--- src/rtl/own_pkg.sv ---
package own_pkg;

  localparam logic [2:0] CMD_READ   = 3'd0;
  localparam logic [2:0] CMD_RDOWN  = 3'd1;
  localparam logic [2:0] CMD_WRITE  = 3'd2;
  localparam logic [2:0] CMD_DISOWN = 3'd3;

  typedef enum logic [2:0] {
    RC_OK       = 3'd0,
    RC_RETRY    = 3'd1,
    RC_BAD_CMD  = 3'd2,
    RC_BAD_LEN  = 3'd3,
    RC_NOT_OWN  = 3'd4,
    RC_TMO_RD   = 3'd5,
    RC_TMO_WR   = 3'd6
  } rsp_code_e;

  typedef enum logic [1:0] {
    ST_IDLE  = 2'd0,
    ST_RDATA = 2'd1,
    ST_RSP   = 2'd2
  } eng_state_e;

  function automatic logic [3:0] lane_mask(input logic [1:0] sz, input logic [1:0] lo);
    case (sz)
      2'd0:    lane_mask = 4'b0001 << lo;
      2'd1:    lane_mask = lo[1] ? 4'b1100 : 4'b0011;
      default: lane_mask = 4'b1111;
    endcase
  endfunction

  function automatic logic size_bad(input logic [1:0] sz, input logic [1:0] lo);
    case (sz)
      2'd0:    size_bad = 1'b0;
      2'd1:    size_bad = lo[0];
      2'd2:    size_bad = (lo != 2'd0);
      default: size_bad = 1'b1;
    endcase
  endfunction

endpackage

--- src/rtl/own_bits.sv ---
module own_bits #(
  parameter int NBLK = 128,
  parameter int ID_W = 2,
  parameter int BLK_W = 7
) (
  input  logic                       clk,
  input  logic                       rst_n,
  input  logic                       set_en,
  input  logic [BLK_W-1:0]           set_blk,
  input  logic [ID_W-1:0]            set_id,
  input  logic                       clr_en,
  input  logic [BLK_W-1:0]           clr_blk,
  output logic [NBLK-1:0]            owned_o,
  output logic [NBLK-1:0][ID_W-1:0]  owner_o
);

  logic [NBLK-1:0]           owned_q;
  logic [NBLK-1:0][ID_W-1:0] owner_q;

  always_ff @(posedge clk) begin
    if (!rst_n) begin
      owned_q <= '0;
      owner_q <= '0;
    end else begin
      if (set_en) begin
        owned_q[set_blk] <= 1'b1;
        owner_q[set_blk] <= set_id;
      end
      if (clr_en) owned_q[clr_blk] <= 1'b0;
    end
  end

  assign owned_o = owned_q;
  assign owner_o = owner_q;

  // the engine only clears a flag that is currently set
  p_clr_only_owned_r6: assert property (@(posedge clk) disable iff (!rst_n)
    clr_en |-> owned_q[clr_blk]);

  // a cleared block reads as unowned on the next cycle
  p_clr_takes_r6: assert property (@(posedge clk) disable iff (!rst_n)
    (clr_en && !set_en) |=> !owned_q[$past(clr_blk)]);

  // a taken block reads as owned by the taker on the next cycle
  p_set_takes_r3: assert property (@(posedge clk) disable iff (!rst_n)
    (set_en && !clr_en) |=> (owned_q[$past(set_blk)] && owner_q[$past(set_blk)] == $past(set_id)));

endmodule

--- src/rtl/own_park.sv ---
module own_park #(
  parameter int PARK_N = 2,
  parameter int ADDR_W = 12,
  parameter int ID_W = 2,
  parameter int TMO_W = 16,
  parameter int BLK_W = 7,
  parameter int IDX_W = 1
) (
  input  logic              clk,
  input  logic              rst_n,
  input  logic [TMO_W-1:0]  tmo_load,
  input  logic              park_en,
  input  logic [2:0]        park_cmd,
  input  logic [1:0]        park_size,
  input  logic [ADDR_W-1:0] park_addr,
  input  logic [ID_W-1:0]   park_id,
  input  logic [31:0]       park_wdata,
  input  logic              free_en,
  input  logic [IDX_W-1:0]  free_idx,
  input  logic [BLK_W-1:0]  q_blk,
  output logic              q_hit,
  output logic              full,
  output logic [PARK_N-1:0] vld_o,
  output logic [PARK_N-1:0] exp_o,
  output logic [2:0]        e_cmd   [PARK_N],
  output logic [1:0]        e_size  [PARK_N],
  output logic [ADDR_W-1:0] e_addr  [PARK_N],
  output logic [ID_W-1:0]   e_id    [PARK_N],
  output logic [31:0]       e_wdata [PARK_N]
);

  logic [PARK_N-1:0] vld_q;
  logic [TMO_W-1:0]  tmr_q [PARK_N];
  logic [IDX_W-1:0]  slot;

  always_comb begin
    slot = '0;
    for (int i = PARK_N - 1; i >= 0; i--)
      if (!vld_q[i]) slot = IDX_W'(i);
  end

  always_comb begin
    q_hit = 1'b0;
    for (int i = 0; i < PARK_N; i++)
      if (vld_q[i] && e_addr[i][ADDR_W-1:5] == q_blk) q_hit = 1'b1;
  end

  assign full  = &vld_q;
  assign vld_o = vld_q;

  genvar g;
  generate
    for (g = 0; g < PARK_N; g++) begin : g_slot
      always_ff @(posedge clk) begin
        if (!rst_n) begin
          vld_q[g]   <= 1'b0;
          tmr_q[g]   <= '0;
          e_cmd[g]   <= '0;
          e_size[g]  <= '0;
          e_addr[g]  <= '0;
          e_id[g]    <= '0;
          e_wdata[g] <= '0;
        end else if (park_en && slot == IDX_W'(g)) begin
          vld_q[g]   <= 1'b1;
          tmr_q[g]   <= tmo_load;
          e_cmd[g]   <= park_cmd;
          e_size[g]  <= park_size;
          e_addr[g]  <= park_addr;
          e_id[g]    <= park_id;
          e_wdata[g] <= park_wdata;
        end else if (free_en && free_idx == IDX_W'(g)) begin
          vld_q[g] <= 1'b0;
        end else if (vld_q[g] && tmr_q[g] != '0) begin
          tmr_q[g] <= tmr_q[g] - 1'b1;
        end
      end
      assign exp_o[g] = vld_q[g] && (tmr_q[g] == '0);
    end
  endgenerate

  // never a second parked request for one block
  p_one_per_blk_r7: assert property (@(posedge clk) disable iff (!rst_n)
    park_en |-> !q_hit);

  // never park into a full table
  p_no_park_full_r7: assert property (@(posedge clk) disable iff (!rst_n)
    park_en |-> !full);

  // only occupied entries are released
  p_free_valid_r8: assert property (@(posedge clk) disable iff (!rst_n)
    free_en |-> vld_q[free_idx]);

endmodule

--- src/rtl/own_coherency_ctrl.sv ---
module own_coherency_ctrl
  import own_pkg::*;
#(
  parameter int ADDR_W = 12,
  parameter int ID_W = 2,
  parameter int TMO_W = 16,
  parameter int PARK_N = 2
) (
  input  logic              clk,
  input  logic              rst_n,
  input  logic [TMO_W-1:0]  tmo_cycles,
  input  logic              req_valid,
  output logic              req_ready,
  input  logic [2:0]        req_cmd,
  input  logic [1:0]        req_size,
  input  logic [ADDR_W-1:0] req_addr,
  input  logic [ID_W-1:0]   req_id,
  input  logic [31:0]       req_wdata,
  output logic              rsp_valid,
  input  logic              rsp_ready,
  output logic [2:0]        rsp_code,
  output logic [ID_W-1:0]   rsp_id,
  output logic [31:0]       rsp_data,
  output logic              mem_en,
  output logic              mem_we,
  output logic [ADDR_W-3:0] mem_addr,
  output logic [3:0]        mem_be,
  output logic [31:0]       mem_wdata,
  input  logic [31:0]       mem_rdata
);

  localparam int BLK_W = ADDR_W - 5;
  localparam int NBLK  = 1 << BLK_W;
  localparam int IDX_W = (PARK_N > 1) ? $clog2(PARK_N) : 1;

  eng_state_e state_q, state_d;

  logic [NBLK-1:0]           owned_v;
  logic [NBLK-1:0][ID_W-1:0] owner_v;
  logic                      set_en, clr_en;
  logic [BLK_W-1:0]          a_blk;

  logic              park_en, free_en, q_hit, p_full;
  logic [IDX_W-1:0]  free_idx;
  logic [PARK_N-1:0] p_vld, p_exp, p_rdy;
  logic [2:0]        e_cmd   [PARK_N];
  logic [1:0]        e_size  [PARK_N];
  logic [ADDR_W-1:0] e_addr  [PARK_N];
  logic [ID_W-1:0]   e_id    [PARK_N];
  logic [31:0]       e_wdata [PARK_N];

  logic [BLK_W-1:0]  n_blk;
  logic              n_other, n_mine;

  logic              rdy_any, exp_any;
  logic [IDX_W-1:0]  rdy_idx, exp_idx;

  logic [2:0]        a_cmd;
  logic [1:0]        a_size;
  logic [ADDR_W-1:0] a_addr;
  logic [ID_W-1:0]   a_id;
  logic [31:0]       a_wdata;
  logic              do_op;

  logic              ld_rsp, ld_id;
  rsp_code_e         ld_code;
  logic [ID_W-1:0]   ld_idv;
  logic [31:0]       ld_data;

  rsp_code_e         code_q;
  logic [ID_W-1:0]   id_q;
  logic [31:0]       data_q;
  logic [2:0]        cur_cmd_q;
  logic [BLK_W-1:0]  cur_blk_q;

  own_bits #(.NBLK(NBLK), .ID_W(ID_W), .BLK_W(BLK_W)) u_bits (
    .clk(clk), .rst_n(rst_n),
    .set_en(set_en), .set_blk(a_blk), .set_id(a_id),
    .clr_en(clr_en), .clr_blk(a_blk),
    .owned_o(owned_v), .owner_o(owner_v)
  );

  own_park #(.PARK_N(PARK_N), .ADDR_W(ADDR_W), .ID_W(ID_W), .TMO_W(TMO_W),
             .BLK_W(BLK_W), .IDX_W(IDX_W)) u_park (
    .clk(clk), .rst_n(rst_n), .tmo_load(tmo_cycles),
    .park_en(park_en), .park_cmd(req_cmd), .park_size(req_size),
    .park_addr(req_addr), .park_id(req_id), .park_wdata(req_wdata),
    .free_en(free_en), .free_idx(free_idx),
    .q_blk(n_blk), .q_hit(q_hit), .full(p_full),
    .vld_o(p_vld), .exp_o(p_exp),
    .e_cmd(e_cmd), .e_size(e_size), .e_addr(e_addr), .e_id(e_id), .e_wdata(e_wdata)
  );

  // parked entries become serviceable once their block is free for them
  always_comb begin
    logic [BLK_W-1:0] pb;
    for (int i = 0; i < PARK_N; i++) begin
      pb = e_addr[i][ADDR_W-1:5];
      p_rdy[i] = p_vld[i] && !(owned_v[pb] && owner_v[pb] != e_id[i]);
    end
    rdy_any = |p_rdy;
    exp_any = |p_exp;
    rdy_idx = '0;
    exp_idx = '0;
    for (int i = PARK_N - 1; i >= 0; i--) begin
      if (p_rdy[i]) rdy_idx = IDX_W'(i);
      if (p_exp[i]) exp_idx = IDX_W'(i);
    end
  end

  assign n_blk   = req_addr[ADDR_W-1:5];
  assign n_other = owned_v[n_blk] && owner_v[n_blk] != req_id;
  assign n_mine  = owned_v[n_blk] && owner_v[n_blk] == req_id;

  assign req_ready = (state_q == ST_IDLE) && !rdy_any && !exp_any;

  always_comb begin
    if (rdy_any) begin
      a_cmd   = e_cmd[rdy_idx];
      a_size  = e_size[rdy_idx];
      a_addr  = e_addr[rdy_idx];
      a_id    = e_id[rdy_idx];
      a_wdata = e_wdata[rdy_idx];
    end else begin
      a_cmd   = req_cmd;
      a_size  = req_size;
      a_addr  = req_addr;
      a_id    = req_id;
      a_wdata = req_wdata;
    end
  end
  assign a_blk = a_addr[ADDR_W-1:5];

  always_comb begin
    state_d   = state_q;
    do_op     = 1'b0;
    park_en   = 1'b0;
    free_en   = 1'b0;
    free_idx  = rdy_idx;
    ld_rsp    = 1'b0;
    ld_id     = 1'b0;
    ld_code   = RC_OK;
    ld_idv    = a_id;
    ld_data   = '0;
    set_en    = 1'b0;
    clr_en    = 1'b0;
    mem_en    = 1'b0;
    mem_we    = 1'b0;
    mem_addr  = a_addr[ADDR_W-1:2];
    mem_be    = lane_mask(a_size, a_addr[1:0]);
    mem_wdata = a_wdata;
    case (state_q)
      ST_IDLE: begin
        if (rdy_any) begin
          free_en = 1'b1;
          do_op   = 1'b1;
        end else if (exp_any) begin
          free_en  = 1'b1;
          free_idx = exp_idx;
          ld_rsp   = 1'b1;
          ld_idv   = e_id[exp_idx];
          ld_code  = (e_cmd[exp_idx] == CMD_WRITE) ? RC_TMO_WR : RC_TMO_RD;
        end else if (req_valid) begin
          if (req_cmd[2]) begin
            ld_rsp  = 1'b1;
            ld_code = RC_BAD_CMD;
          end else if (size_bad(req_size, req_addr[1:0])) begin
            ld_rsp  = 1'b1;
            ld_code = RC_BAD_LEN;
          end else if (req_cmd == CMD_DISOWN) begin
            if (n_mine) do_op = 1'b1;
            else begin
              ld_rsp  = 1'b1;
              ld_code = RC_NOT_OWN;
            end
          end else if (n_other) begin
            if (q_hit || p_full) begin
              ld_rsp  = 1'b1;
              ld_code = RC_RETRY;
            end else begin
              park_en = 1'b1;
            end
          end else begin
            do_op = 1'b1;
          end
        end
        if (do_op) begin
          mem_en = 1'b1;
          ld_id  = 1'b1;
          if (a_cmd == CMD_READ || a_cmd == CMD_RDOWN) begin
            state_d = ST_RDATA;
            set_en  = (a_cmd == CMD_RDOWN);
          end else begin
            mem_we = 1'b1;
            clr_en = (a_cmd == CMD_DISOWN);
            ld_rsp = 1'b1;
          end
        end
        if (ld_rsp) state_d = ST_RSP;
      end
      ST_RDATA: begin
        ld_rsp  = 1'b1;
        ld_idv  = id_q;
        ld_data = mem_rdata;
        state_d = ST_RSP;
      end
      default: begin
        if (rsp_ready) state_d = ST_IDLE;
      end
    endcase
  end

  always_ff @(posedge clk) begin
    if (!rst_n) begin
      state_q   <= ST_IDLE;
      code_q    <= RC_OK;
      id_q      <= '0;
      data_q    <= '0;
      cur_cmd_q <= '0;
      cur_blk_q <= '0;
    end else begin
      state_q <= state_d;
      if (ld_id) begin
        id_q      <= a_id;
        cur_cmd_q <= a_cmd;
        cur_blk_q <= a_blk;
      end
      if (ld_rsp) begin
        code_q <= ld_code;
        id_q   <= ld_idv;
        data_q <= ld_data;
      end
    end
  end

  assign rsp_valid = (state_q == ST_RSP);
  assign rsp_code  = code_q;
  assign rsp_id    = id_q;
  assign rsp_data  = data_q;

  // a stalled response holds its contents
  p_rsp_hold_r1: assert property (@(posedge clk) disable iff (!rst_n)
    (rsp_valid && !rsp_ready) |=> (rsp_valid && $stable(rsp_code) && $stable(rsp_id) && $stable(rsp_data)));

  // no request taken while a response waits
  p_no_take_busy_r1: assert property (@(posedge clk) disable iff (!rst_n)
    rsp_valid |-> !req_ready);

  // memory is never touched on behalf of a blocked requester
  p_mem_not_blocked_r5: assert property (@(posedge clk) disable iff (!rst_n)
    mem_en |-> !(owned_v[mem_addr[ADDR_W-3:3]] && owner_v[mem_addr[ADDR_W-3:3]] != a_id));

  // while a read-for-ownership waits for data the block is already held
  p_rdown_held_r3: assert property (@(posedge clk) disable iff (!rst_n)
    (state_q == ST_RDATA && cur_cmd_q == CMD_RDOWN) |-> owned_v[cur_blk_q]);

  // rejected commands or lengths reach neither memory nor the table
  p_reject_quiet_r10: assert property (@(posedge clk) disable iff (!rst_n)
    (req_valid && req_ready && (req_cmd[2] || size_bad(req_size, req_addr[1:0]))) |-> (!mem_en && !park_en));

endmodule

--- config.mk ---
export PLATFORM = sky130hd
export DESIGN_NAME = own_coherency_ctrl
export DESIGN_NICKNAME = d
export VERILOG_FILES = /design/src/rtl/own_pkg.sv /design/src/rtl/own_bits.sv /design/src/rtl/own_park.sv /design/src/rtl/own_coherency_ctrl.sv
export SDC_FILE = /design/constraint.sdc
export NUM_CORES = 1
export LEC_CHECK = 0
export BUFFER_PORTS_ARGS = -buffer_cell sky130_fd_sc_hd__buf_2
export CAP_MARGIN = 20
export CORE_UTILIZATION = 40
export CTS_BUF_LIST = sky130_fd_sc_hd__clkbuf_16
export DETAILED_ROUTE_END_ITERATION = 7
export PLACE_DENSITY = 0.61
export SLEW_MARGIN = 5
export SYNTH_ARGS = -nofsm -noshare
export SYNTH_HDL_FRONTEND = slang
export SYNTH_SLANG_ARGS = --single-unit
--- constraint.sdc ---
create_clock -name clk -period 4.7 [get_ports clk]
set_input_delay 0.94 -clock clk [delete_from_list [all_inputs] [get_ports clk]]
set_output_delay 0.94 -clock clk [all_outputs]
set_load 0.03 [all_outputs]
==> results.toml <==
[finish]
area_growth_pct = 39.3
drive_gt1_share_pct = 44.1
mostFrequentLayoutCell = "mux2i_1"
final_net_count = 3988
final_util_pct = 56.6
stdcell_count = 5005
num-fill-cells = 6761
final_cell_mix = "552 x mux2i_1, 520 x dfxtp_1, 459 x buf_4, 340 x nand2_1, 247 x mux4_2"

[pwr]
powerDensity_nw_per_um2 = 240
p_int_mw = 8.30
pwr-share-comb_pct = 11.0
sw_frac_of_total_pct = 25.8
sequentialPowerShare_pct = 43.0
cellLeakagePower_nw = 17.0
ir_worst_vdd_mv = 0.321
p_sw_mw = 2.89
clkPwrFrac_pct = 46.0

[critical_path]
rr_worst_depth = 19
start_kind = "register"
crit_path_end_kind = "output pin"
regToRegSetupSlack_ns = -0.34
worstPathRequired_ns = 3.76
worstSetupPathType = "register to output pin"
cp_max_fo = 4
reg2reg_from = "u_park.e_addr[17]"
r2r-end = "u_bits.owner_o[15]"
arrival_ns = 4.55

[cts]
cts_made_buffers = 61
cts_tree = "yes"
cts_sinks = 559
cts.clk_slew.worst_paths_ns = 0.06
htree_levels = 2
root_buffer = "clkbuf_16"
clk_latency_ns = 0.65
clock_path_buffers = 3

[synth]
synthArstFlopShare_pct = 0
syn-instance-count = 3202
avgSynthCellArea_um2 = 10.5
yosys_warnings = 0
ys_seq_area_share_pct = 34.3
syn_nets = 3307
synth_top_flop_cell = "dfxtp_1"
synth_edf_count = 32
yosysTopAreaCellShare_pct = 31.4
synth.distinct_cells = 85
synth_area_leaders = "dfxtp_1 31%, mux2i_1 17%, mux4_2 17%"
yosys.area.top_type = "dfxtp_1"
netlist_area_um2 = 33600
ys_seq_elements = 559

[die]
rows = 105
core_um2 = 82500
die_w_um = 292
initial_core_util_pct = 40.7
io_pins = 190
die_y_um = 292
die_area_um2 = 85000

[timing]
hold_ws_ns = 0.492
layout_setup_ws_ns = -0.792
drv_slew = 0
period_minus_slack_ns = 5.49
finalSetupViolCount = 501
rsz0062_at_grt = "true"
tns_ns = -114.30
fin_crit_sh_pct = 117
worst_pin_slew_ns = 0.953
max_freq_ghz = 0.182
finalHoldViolCount = 0
skew_ns = 0.0251
relSlewSlack_pct = 36.1

[grt]
overflow = 0
grt_pass1_vias = 30300
antenna_found_initial = 1
grt_max_degree = 169
track_usage_pct = 31.3
grt_pass1_wl_um = 202000

[placed_design]
numPortBuffers = 189
gp_congestion = 1.02
dp_slack_ns = -0.744
dp.cells = 4781
dp_hpwl_um = 98500

[hold_path]
min_path_cells = 2
whs_endpoint = "u_bits.owner_o[63]"
hp-class = "register to register"
worstHoldStart = "u_bits.owner_o[63]"

[route]
drt_wl_total_um = 143000
top_layer = "met5"
drt-initial-drc-count = 3674
drt_pass1_iterations = 5
detail_route.vias_per_cell = 6.29
vias = 31500
met1_length_um = 56300
wl_per_cell_um = 28.7
ant_nets = 0
drc = 0
wl_met2_um = 64200
wl_met3_um = 15100

[run_status]
status = "complete, but fails checks"
failed_checks = "setup timing"

[flow_run]
cap_violations = 0
[power groups by stage]
stage	combinational, mW	sequential, mW	clock (mW)
3_5_place_dp	0.991	4.92	0
5_1_grt	1.27	4.82	5.41
6_report	1.23	4.82	5.15
4_1_cts	1.14	4.82	5.21
2_1_floorplan	0.543	4.93	0
3_3_place_gp	0.989	4.92	0
[critical path: stages, from the launching register on]
cell and delay (ns):
dfxtp_4 0.42, buf_12 0.15, buf_12 0.11, mux4_2 0.49, mux2i_1 0.31, o221ai_2 0.20, a22oi_1 0.19, buf_4 0.18
mux2i_2 0.23, buf_4 0.15, a211oi_4 0.05, a31oi_4 0.21, nor2_1 0.07, buf_4 0.21, or3_4 0.34, a21oi_4 0.17
a211oi_2 0.06, or2_4 0.23, buf_6 0.14
[logic make-up (layout without fill, tap and decap cells)]
family / Yosys count / in the layout / share of synthesized area (%)
simple gates: 933 / 934 / 13.3
buf+inv: 318 / 1049 / 4.31
mux: 820 / 820 / 33.7
xor+xnor: 41 / 41 / 1.07
compound gates: 529 / 529 / 13.2
fa+ha+maj: 2 / 2 / 0.0746
other cells: 0 / 1 / 0
flops: 559 / 559 / 34.3
[per-layer routing]
metal	GRT usage [%]	up-vias
li1	-	13500
met1	41.7	15600
met2	49.3	1901
met3	6.11	427
met4	13.5	2
met5	0	-
[synthesized netlist by cell type, drive strengths merged, types with 50 or more instances]
master	instances
mux2i	564
dfxtp	527
nand2	380
mux4	247
nor2	167
buf	164
nor2b	161
o221a	130
clkbuf	128
a22oi	103
o21ai	66
nand3	51
nor3	50
[final cells by class]
class | count | area [um^2] | area share (%)
repair buffers | 909 | 8940 | 19.1
multi-input cells | 2326 | 22700 | 48.6
well taps | 1070 | 1340 | 2.87
clock buffers | 62 | 1550 | 3.32
flip-flops and latches | 559 | 11500 | 24.7
clock inverters | 52 | 556 | 1.19
inverters | 26 | 103 | 0.220
diodes | 1 | 2.50 | 0.00536
[through the flow]
stage | total power, mW | area [um^2]
after floorplan | 5.47 | 33800
after global placement | 5.91 | 40300
after detailed placement | 5.91 | 40300
after CTS | 11.2 | 44700
after global routing | 11.5 | 46700
final | 11.2 | 46700
[flip-flops by register name, summed over array words and instances (netlist names), 6 cells and up]
signal / cells
u_park.e_wdata: 64
rsp_data: 32
u_bits.owner_o: 256
u_park.e_addr: 24
u_bits.owned_o: 128
u_park.e_cmd: 6
u_park.tmr_q: 32
[timing repair]
item                       4_1_cts  5_1_grt
hold buffers                     0        0
gates resized for setup        380      324
gates cloned                    10       19
pin swaps                       64      106
setup endpoints to repair      612      636
buffers inserted                61       40
[worst max-delay path by stage]
stage	cells past startpoint	slack, ns	end	from
after floorplan	15	-0.05	mem_wdata[0]	u_park.e_addr[7]
after global placement	15	-0.70	mem_en	req_addr[5]
after detailed placement	15	-0.74	mem_en	req_addr[5]
after CTS	18	-0.76	mem_be[1]	u_park.e_addr[6]
after global routing	18	-0.83	mem_be[1]	u_park.e_addr[6]
final	18	-0.79	mem_be[1]	u_park.e_addr[6]
No activity file was read; power rests on OpenSTA's default activity.
